`config.mk`:
```
export PLATFORM = sky130hd
export DESIGN_NAME = sysctl_keyed_regs
export DESIGN_NICKNAME = d
export VERILOG_FILES = /design/src/rtl/sysctl_pkg.sv /design/src/rtl/sysctl_addr_dec.sv /design/src/rtl/sysctl_key_gate.sv /design/src/rtl/sysctl_cfg_core.sv /design/src/rtl/sysctl_rd_mux.sv /design/src/rtl/sysctl_keyed_regs.sv
export SDC_FILE = /design/constraint.sdc
export NUM_CORES = 1
export LEC_CHECK = 0
export BUFFER_PORTS_ARGS = -buffer_cell sky130_fd_sc_hd__buf_2
export CAP_MARGIN = 20
export CORE_MARGIN = 4
export CORE_UTILIZATION = 38
export DETAILED_ROUTE_END_ITERATION = 12
export PLACE_DENSITY = 0.76
export SLEW_MARGIN = 20
export SYNTH_ARGS = -nofsm -noshare
export SYNTH_HDL_FRONTEND = slang
export SYNTH_SLANG_ARGS = --single-unit
```
`constraint.sdc`:
```
create_clock -name clk -period 1.1 [get_ports clk]
set_input_delay 0.055 -clock clk [delete_from_list [all_inputs] [get_ports clk]]
set_output_delay 0.055 -clock clk [all_outputs]
set_load 0.01 [all_outputs]
```
`src/rtl/sysctl_pkg.sv`:
```
package sysctl_pkg;

  localparam int unsigned SC_W     = 32;
  localparam int unsigned SC_KEY_W = 8;

  // word indices of the register map
  localparam int unsigned SC_IDX_CFG = 0;
  localparam int unsigned SC_IDX_ID  = 1;
  localparam int unsigned SC_IDX_KEY = 2;
  localparam int unsigned SC_IDX_ERR = 3;

  // configuration word field positions
  localparam int unsigned SC_BIT_KPD_GPIO   = 1;
  localparam int unsigned SC_BIT_STOR_A     = 14;
  localparam int unsigned SC_BIT_STOR_B     = 15;
  localparam int unsigned SC_BIT_STOR_C     = 16;
  localparam int unsigned SC_BIT_COPROC_EN  = 23;
  localparam int unsigned SC_BIT_KPD_PORT   = 27;
  localparam int unsigned SC_BIT_SWRST      = 31;

  localparam logic [SC_W-1:0] SC_CFG_DEFAULT =
      (SC_W'(1) << SC_BIT_KPD_GPIO) |
      (SC_W'(1) << SC_BIT_KPD_PORT) |
      (SC_W'(1) << SC_BIT_STOR_A)   |
      (SC_W'(1) << SC_BIT_STOR_B)   |
      (SC_W'(1) << SC_BIT_STOR_C);

  typedef struct packed {
    logic cfg;
    logic id;
    logic key;
    logic err;
  } sc_hit_t;

  function automatic logic sc_key_ok(input logic [SC_W-1:0] d,
                                     input logic [SC_KEY_W-1:0] key);
    return d == {{(SC_W-SC_KEY_W){1'b0}}, key};
  endfunction

  function automatic logic [SC_W-1:0] sc_id_word(input logic [SC_W-1:0] rev,
                                                 input int unsigned lsb);
    return rev << lsb;
  endfunction

  function automatic logic sc_falls(input logic was_set, input logic next_val);
    return was_set && !next_val;
  endfunction

endpackage

```
`src/rtl/sysctl_addr_dec.sv`:
```
module sysctl_addr_dec
  import sysctl_pkg::*;
#(
  parameter int unsigned ADDR_W = 4
) (
  input  logic              sel,
  input  logic              wr,
  input  logic [ADDR_W-1:0] addr,
  output sc_hit_t           wr_hit,
  output sc_hit_t           rd_hit
);

  localparam logic [ADDR_W-1:0] A_CFG = ADDR_W'(SC_IDX_CFG);
  localparam logic [ADDR_W-1:0] A_ID  = ADDR_W'(SC_IDX_ID);
  localparam logic [ADDR_W-1:0] A_KEY = ADDR_W'(SC_IDX_KEY);
  localparam logic [ADDR_W-1:0] A_ERR = ADDR_W'(SC_IDX_ERR);

  sc_hit_t hit;

  always_comb begin
    hit.cfg = (addr == A_CFG);
    hit.id  = (addr == A_ID);
    hit.key = (addr == A_KEY);
    hit.err = (addr == A_ERR);
  end

  assign wr_hit = (sel && wr)  ? hit : '0;
  assign rd_hit = (sel && !wr) ? hit : '0;

endmodule

```
`src/rtl/sysctl_key_gate.sv`:
```
module sysctl_key_gate
  import sysctl_pkg::*;
#(
  parameter logic [SC_KEY_W-1:0] KEY_VAL = 8'hAA
) (
  input  logic            clk,
  input  logic            rst_n,
  input  logic            key_wr,
  input  logic            prot_wr,
  input  logic [SC_W-1:0] wdata,
  output logic            open_q,
  output logic            accept,
  output logic            viol
);

  logic open_d;

  always_comb begin
    open_d = open_q;
    if (prot_wr)
      open_d = 1'b0;
    else if (key_wr)
      open_d = sc_key_ok(wdata, KEY_VAL);
  end

  always_ff @(posedge clk) begin
    if (!rst_n) open_q <= 1'b0;
    else        open_q <= open_d;
  end

  assign accept = prot_wr && open_q;
  assign viol   = prot_wr && !open_q;

endmodule

```
`src/rtl/sysctl_cfg_core.sv`:
```
module sysctl_cfg_core
  import sysctl_pkg::*;
#(
  parameter logic [SC_W-1:0] CFG_INIT  = SC_CFG_DEFAULT,
  parameter int unsigned     SWRST_BIT = SC_BIT_SWRST
) (
  input  logic            clk,
  input  logic            rst_n,
  input  logic            accept,
  input  logic            viol,
  input  logic [SC_W-1:0] wdata,
  output logic [SC_W-1:0] cfg_q,
  output logic            err_q,
  output logic            pulse_q,
  output logic            fall_ev
);

  logic armed_q;

  assign fall_ev = accept && sc_falls(armed_q, wdata[SWRST_BIT]);

  always_ff @(posedge clk) begin
    if (!rst_n) begin
      cfg_q   <= CFG_INIT;
      armed_q <= CFG_INIT[SWRST_BIT];
      err_q   <= 1'b0;
      pulse_q <= 1'b0;
    end else begin
      pulse_q <= fall_ev;
      if (accept) begin
        cfg_q   <= wdata;
        armed_q <= wdata[SWRST_BIT];
      end
      if (viol) err_q <= 1'b1;
    end
  end

endmodule

```
`src/rtl/sysctl_rd_mux.sv`:
```
module sysctl_rd_mux
  import sysctl_pkg::*;
#(
  parameter int unsigned      REV_W   = 4,
  parameter logic [REV_W-1:0] REV_VAL = 4'h5,
  parameter int unsigned      REV_LSB = 28
) (
  input  sc_hit_t         rd_hit,
  input  logic [SC_W-1:0] cfg_q,
  input  logic            open_q,
  input  logic            err_q,
  output logic [SC_W-1:0] rdata
);

  localparam logic [SC_W-1:0] ID_WORD = sc_id_word(SC_W'(REV_VAL), REV_LSB);

  always_comb begin
    rdata = '0;
    unique case (1'b1)
      rd_hit.cfg: rdata = cfg_q;
      rd_hit.id:  rdata = ID_WORD;
      rd_hit.key: rdata = {{(SC_W-1){1'b0}}, open_q};
      rd_hit.err: rdata = {{(SC_W-1){1'b0}}, err_q};
      default:    rdata = '0;
    endcase
  end

endmodule

```
`src/rtl/sysctl_keyed_regs.sv`:
```
module sysctl_keyed_regs
  import sysctl_pkg::*;
#(
  parameter int unsigned         ADDR_W    = 4,
  parameter logic [SC_KEY_W-1:0] KEY_VAL   = 8'hAA,
  parameter int unsigned         REV_W     = 4,
  parameter logic [REV_W-1:0]    REV_VAL   = 4'h5,
  parameter int unsigned         REV_LSB   = 28,
  parameter int unsigned         SWRST_BIT = SC_BIT_SWRST,
  parameter logic [SC_W-1:0]     CFG_INIT  = SC_CFG_DEFAULT
) (
  input  logic              clk,
  input  logic              rst_n,
  input  logic              bus_sel,
  input  logic              bus_wr,
  input  logic [ADDR_W-1:0] bus_addr,
  input  logic [SC_W-1:0]   bus_wdata,
  output logic [SC_W-1:0]   bus_rdata,
  output logic [SC_W-1:0]   cfg_word,
  output logic              err_flag,
  output logic              reset_req
);

  sc_hit_t wr_hit;
  sc_hit_t rd_hit;

  // named internal events, used by the bound checker
  logic gate_open;
  logic prot_wr_ev;
  logic accept_ev;
  logic viol_ev;
  logic fall_ev;

  assign prot_wr_ev = wr_hit.cfg;

  sysctl_addr_dec #(.ADDR_W(ADDR_W)) u_dec (
    .sel    (bus_sel),
    .wr     (bus_wr),
    .addr   (bus_addr),
    .wr_hit (wr_hit),
    .rd_hit (rd_hit)
  );

  sysctl_key_gate #(.KEY_VAL(KEY_VAL)) u_gate (
    .clk     (clk),
    .rst_n   (rst_n),
    .key_wr  (wr_hit.key),
    .prot_wr (prot_wr_ev),
    .wdata   (bus_wdata),
    .open_q  (gate_open),
    .accept  (accept_ev),
    .viol    (viol_ev)
  );

  sysctl_cfg_core #(.CFG_INIT(CFG_INIT), .SWRST_BIT(SWRST_BIT)) u_core (
    .clk     (clk),
    .rst_n   (rst_n),
    .accept  (accept_ev),
    .viol    (viol_ev),
    .wdata   (bus_wdata),
    .cfg_q   (cfg_word),
    .err_q   (err_flag),
    .pulse_q (reset_req),
    .fall_ev (fall_ev)
  );

  sysctl_rd_mux #(.REV_W(REV_W), .REV_VAL(REV_VAL), .REV_LSB(REV_LSB)) u_rd (
    .rd_hit (rd_hit),
    .cfg_q  (cfg_word),
    .open_q (gate_open),
    .err_q  (err_flag),
    .rdata  (bus_rdata)
  );

endmodule

```
# Word-level counts from Yosys, hierarchy flattened
# Cells that the tools add are included.
# classes
n_eq_ne	4
mux	3
reduce_logical	11
bitwise_logic	1
# op_table
cell	n
$pmux 32 s4	1
$eq 32x8->1 const B	1
$eq 4x2->1 const B	2
$mux 4	2
$logic_and 1x1->1	6
$eq 4x1->1 const B	1
$logic_not 4->1	1
$logic_not 1->1	3
$reduce_or 2->1	1
$not 1->1	1
# totals
ff_bits	36
output_inout_bits	66
inputBits	40
elab_cells	24

# Logic depth before layout (Yosys ltp)
# depth
depth_word	4
depth_mapped	6
depth_no_buf	4

# Modules after synthesis
# A second synthesis with hierarchy kept.
# unflattened
hier_cells	176
area_unflattened_um2	1765.4
# modules_own_cells
module	area_each_um2	cells_per_inst	instances	seq_area_each_um2
sysctl_cfg_core	1310.0	110	1	680.7
sysctl_rd_mux	225.2	36	1	0.0
sysctl_key_gate	151.4	17	1	20.0
sysctl_addr_dec	78.8	13	1	0.0

# Worst setup path after synthesis
# No wires, ideal clock.
# synth_timing
path_type	in2out
start	input bus_wr
end	output bus_rdata[10]
t_arrival_ps	1147
n_path_buf	2
t_required_ps	1045
cell_stages	5
setup_slack_ps	-102
cell_sequence	or4b_4 nor3_2 buf_4 buf_6 and2_1
# synth_between
elab_chain_len	4
# synth_rtl
element	line_no	rtl
from (decl)	sysctl_keyed_regs.sv:15	input logic bus_wr,
$logic_not 1->1	sysctl_addr_dec.sv:28	assign rd_hit = (sel && !wr) ? hit : '0;
$logic_and 1x1->1	sysctl_addr_dec.sv:28	
$mux 4	sysctl_addr_dec.sv:28	
$pmux 32 s4	sysctl_rd_mux.sv:19	unique case (1'b1)
to (decl)	sysctl_keyed_regs.sv:18	output logic [SC_W-1:0] bus_rdata,
# No other way between the ends.

# Final worst setup path
# layout_timing
start	input bus_wr
end	output bus_rdata[25]
# Same word-level chain as after synthesis.

==> impl_results.md <==
* Unique masters post-synth at 27
* Worst Hold Class: input port to flop
* Vias per Instance at 4.90
* Type of element capturing the critical path: output port
* Routed met2 length at 2790 um
* Starting DRT DRC Count at 140
* Die extent in x at 73.9 um
* Final Hold Vio Count at 0
* Antenna violations before repair at 0
* H-tree depth at 2
* CTS clock-pin slew for the worst setup and hold paths at 0.07 ns
* Fmax at 0.717 GHz
* Cell-internal power at 1.96 mW
* Number of buffers inserted during clock tree synthesis at 5
* Post-DP HPWL at 3430 um
* Part of the total power dissipated in combinational logic at 9.5%
* Length of routed met3 wiring at 308 um
* Setup WS pre-CTS at -0.394 ns
* Max rail drop VDD at 0.567 mV
* Area Overhead vs Synth at 79.0%
* DRT Pass-1 Iters at 4
* First-pass GRT wire length at 7220 um
* Number of buffer and inverter instances along the worst setup path at 3
* Clock latency reported for the late side of the worst-skew pair at 0.28 ns
* Synthesis warning total at 0
* IO Pins at 106
* Net Count, Synth at 246
* Share of flip-flops with an asynchronous set or reset at 0%
* Synth top area cells: dfxtp_1 (42%), nand2_1 (15%), and2_1 (11%)
* Post-synth design cell area at 1650 um^2
* Max capacitance violation total at 0
* Number of inserted filler cells in the final layout at 315
* Biggest cell delay along the critical path at 0.55 ns
* Failing checks: setup timing
* Final count of pins violating max slew at 0
* Via count of the first global-routing pass at 1610
* Part of the cycle the worst path needs at 127%
* Switch Pwr at 549 uW
* Crit-path leading delay family: simple AND/OR/NAND/NOR gates
* Actual transition at the worst max-transition pin at 0.291 ns
* Clock Root Buffer: clkbuf_8
* Maximum root-to-sink buffer count at 2
* Initial cell density of the core at 40.4%
* Leakage power at 1.39 nW
* Flip-flop and latch count after synthesis at 35
* Remaining DRCs at 0
* Number of nets still failing antenna checks after routing at 0
* Number of synthesized flops with an enable pin at 0
* WP data required at 1.04 ns
* Element type at the critical path start: input port
* Clock sink total at 35
* Syn Inst Count at 206
* Area share of the leading cell type in the synthesized netlist at 42.5%
* Sequential fraction of design power at 50.4%
* CP Max Fanout at 29
* Maximum number of pins on one net before global-route repair at 35
* Total wire length after detailed routing at 5300 um
* Nets at 366
* Share of final-layout standard cells stronger than drive strength 1 at 60.6%
* Headroom to the max-slew limit at 80.3%
* Sw Ratio at 21.8%
* Die extent in y at 73.9 um
* Via count at 1846
* Part of the Yosys area used for sequential elements at 42.5%
* Area inside the core boundary at 4090 um^2
* Flip-flop cell with the highest count after synthesis: dfxtp_1
* Sum of overflow across all layers after global routing at 0
* Average instance area after synthesis at 8.01 um^2
* Run status: finished, violations left
* Sequence of cells on the critical path: buf_6, or4b_4, nor3_4, buf_12, and2_1, buf_2
* Data arrival, critical path at 1.34 ns
* Share of power burned in the clock network at 40.1%
* Area of the die at 5460 um^2
* Clock Skews at 0.00354 ns
* Most used standard cells in the synthesized netlist: nand2_1 (66), dfxtp_1 (35), and2_1 (29)
* Cell type contributing the most total cell area after synthesis: dfxtp_1
* Final weighted congestion in routability-driven placement at 0.782
* Layout Utilization at 72.3%
* Crit path max-delay cell type: or4b_4
* Post-route minimum period at 1.40 ns
* CTS tree: done
* Global Route Usage Sum at 16.9%
* Final-report setup violation count at 57
* Antenna diode count at 0
* Setup repair after global routing missed its margin: yes
* Rows at 23
* Routed length on met1 at 2110 um
* Most common cell in the synthesized netlist: nand2_1
* PwrDens at 851 nW/um^2
* Min setup slack post-route at -0.296 ns
* Top Layer Used: met4
* I/O Buffers at 105
* Worst Path Class, Setup: input port to output port
* Average wire per cell in the routed design at 14.0 um
-- sequential cells by signal, indices dropped and copies added, names as in the netlist --
signal,count
u_gate.open_q,1
u_core.err_q,1
u_core.armed_q,1
u_core.pulse_q,1
u_core.cfg_q,31
-- per-stage QoR --
| step | total power, mW | hold slack, ns | setup TNS [ns] | instances | instance area, um^2 |
|---|---|---|---|---|---|
| 2_1_floorplan | 1.35 | 0.179 | -1.33 | 206 | 1700 |
| 3_3_place_gp | 1.47 | 0.283 | -9.67 | 361 | 2360 |
| 3_5_place_dp | 1.47 | 0.291 | -11.18 | 361 | 2360 |
| 4_1_cts | 2.50 | 0.00586 | -8.68 | 374 | 2670 |
| 5_1_grt | 2.61 | 0.00885 | -11.91 | 377 | 2950 |
| 6_report | 2.51 | 0.0118 | -8.60 | 377 | 2950 |
-- routing by layer --
metal	up-vias	global-route usage, %
met4	0	6.44
li1	923	-
met5	-	0
met1	852	19.9
met3	9	3.42
met2	62	29.8
-- final timing paths --
path,depth (start not counted),slack [ns],to,startpoint
setup reg to reg,5,-0.04,u_core.cfg_q[22],u_gate.open_q
hold / removal,3,0.01,u_core.cfg_q[10],bus_wdata[10]
hold reg to reg,2,0.47,u_core.cfg_q[29],u_core.cfg_q[29]
setup / recovery,6,-0.30,bus_rdata[25],bus_wr
-- kinds of logic (layout without fill, tap and decap cells) --
kind of cell / Yosys count / after routing / synth area share (%)
buffers and inverters: 14 / 135 / 4.85
AO/OA/AOI/OAI: 32 / 32 / 14.6
AND/OR/NAND/NOR: 124 / 124 / 37.5
multiplexers: 1 / 1 / 0.682
flip-flops: 35 / 35 / 42.5
-- cell type report --
type	instances	area [um^2]	area share (%)
multi-input cells	157	1140	38.6
well taps	50	62.6	2.12
flip-flops and latches	35	703	23.8
clock buffers	8	100	3.39
repair buffers	127	948	32.1
-- power by group through the flow --
stage          clock, mW  sequential, mW  combinational [mW]
6_report            1.01            1.27               0.238
5_1_grt             1.09            1.27               0.256
4_1_cts             1.03            1.27               0.197
3_5_place_dp           0            1.30               0.178
3_3_place_gp           0            1.30               0.178
2_1_floorplan          0            1.30              0.0499
-- what timing repair did --
action	CTS	global route
cloned	0	4
pin swaps	4	40
endpoints found under the setup margin	35	60
endpoints found under the hold margin	2	0
resized for setup	36	72
hold buffers	2	0
buffers inserted	3	0
-- worst register-to-register path: cells and delay by family, from the launching register on --
family          cells  cell delay, ns
flops               1            0.34
simple gates        2            0.33
buf+inv             2            0.28
compound gates      1            0.12
-- layout by cell type, fill, tap and decap left out, types with 3 or more instances in the layout --
cell	instances
buf_2	82
nand2_1	46
dfxtp_1	33
buf_6	26
and2_4	20
a21boi_1	17
nand2_2	12
a21boi_2	11
buf_4	10
and2_1	9
nand2_4	8
nand3_1	7
clkbuf_8	7
nor2_1	3
o21a_1	3
nor4_4	3
clkbuf_16	3
buf_12	3
Power figures use the tool's default switching activity.
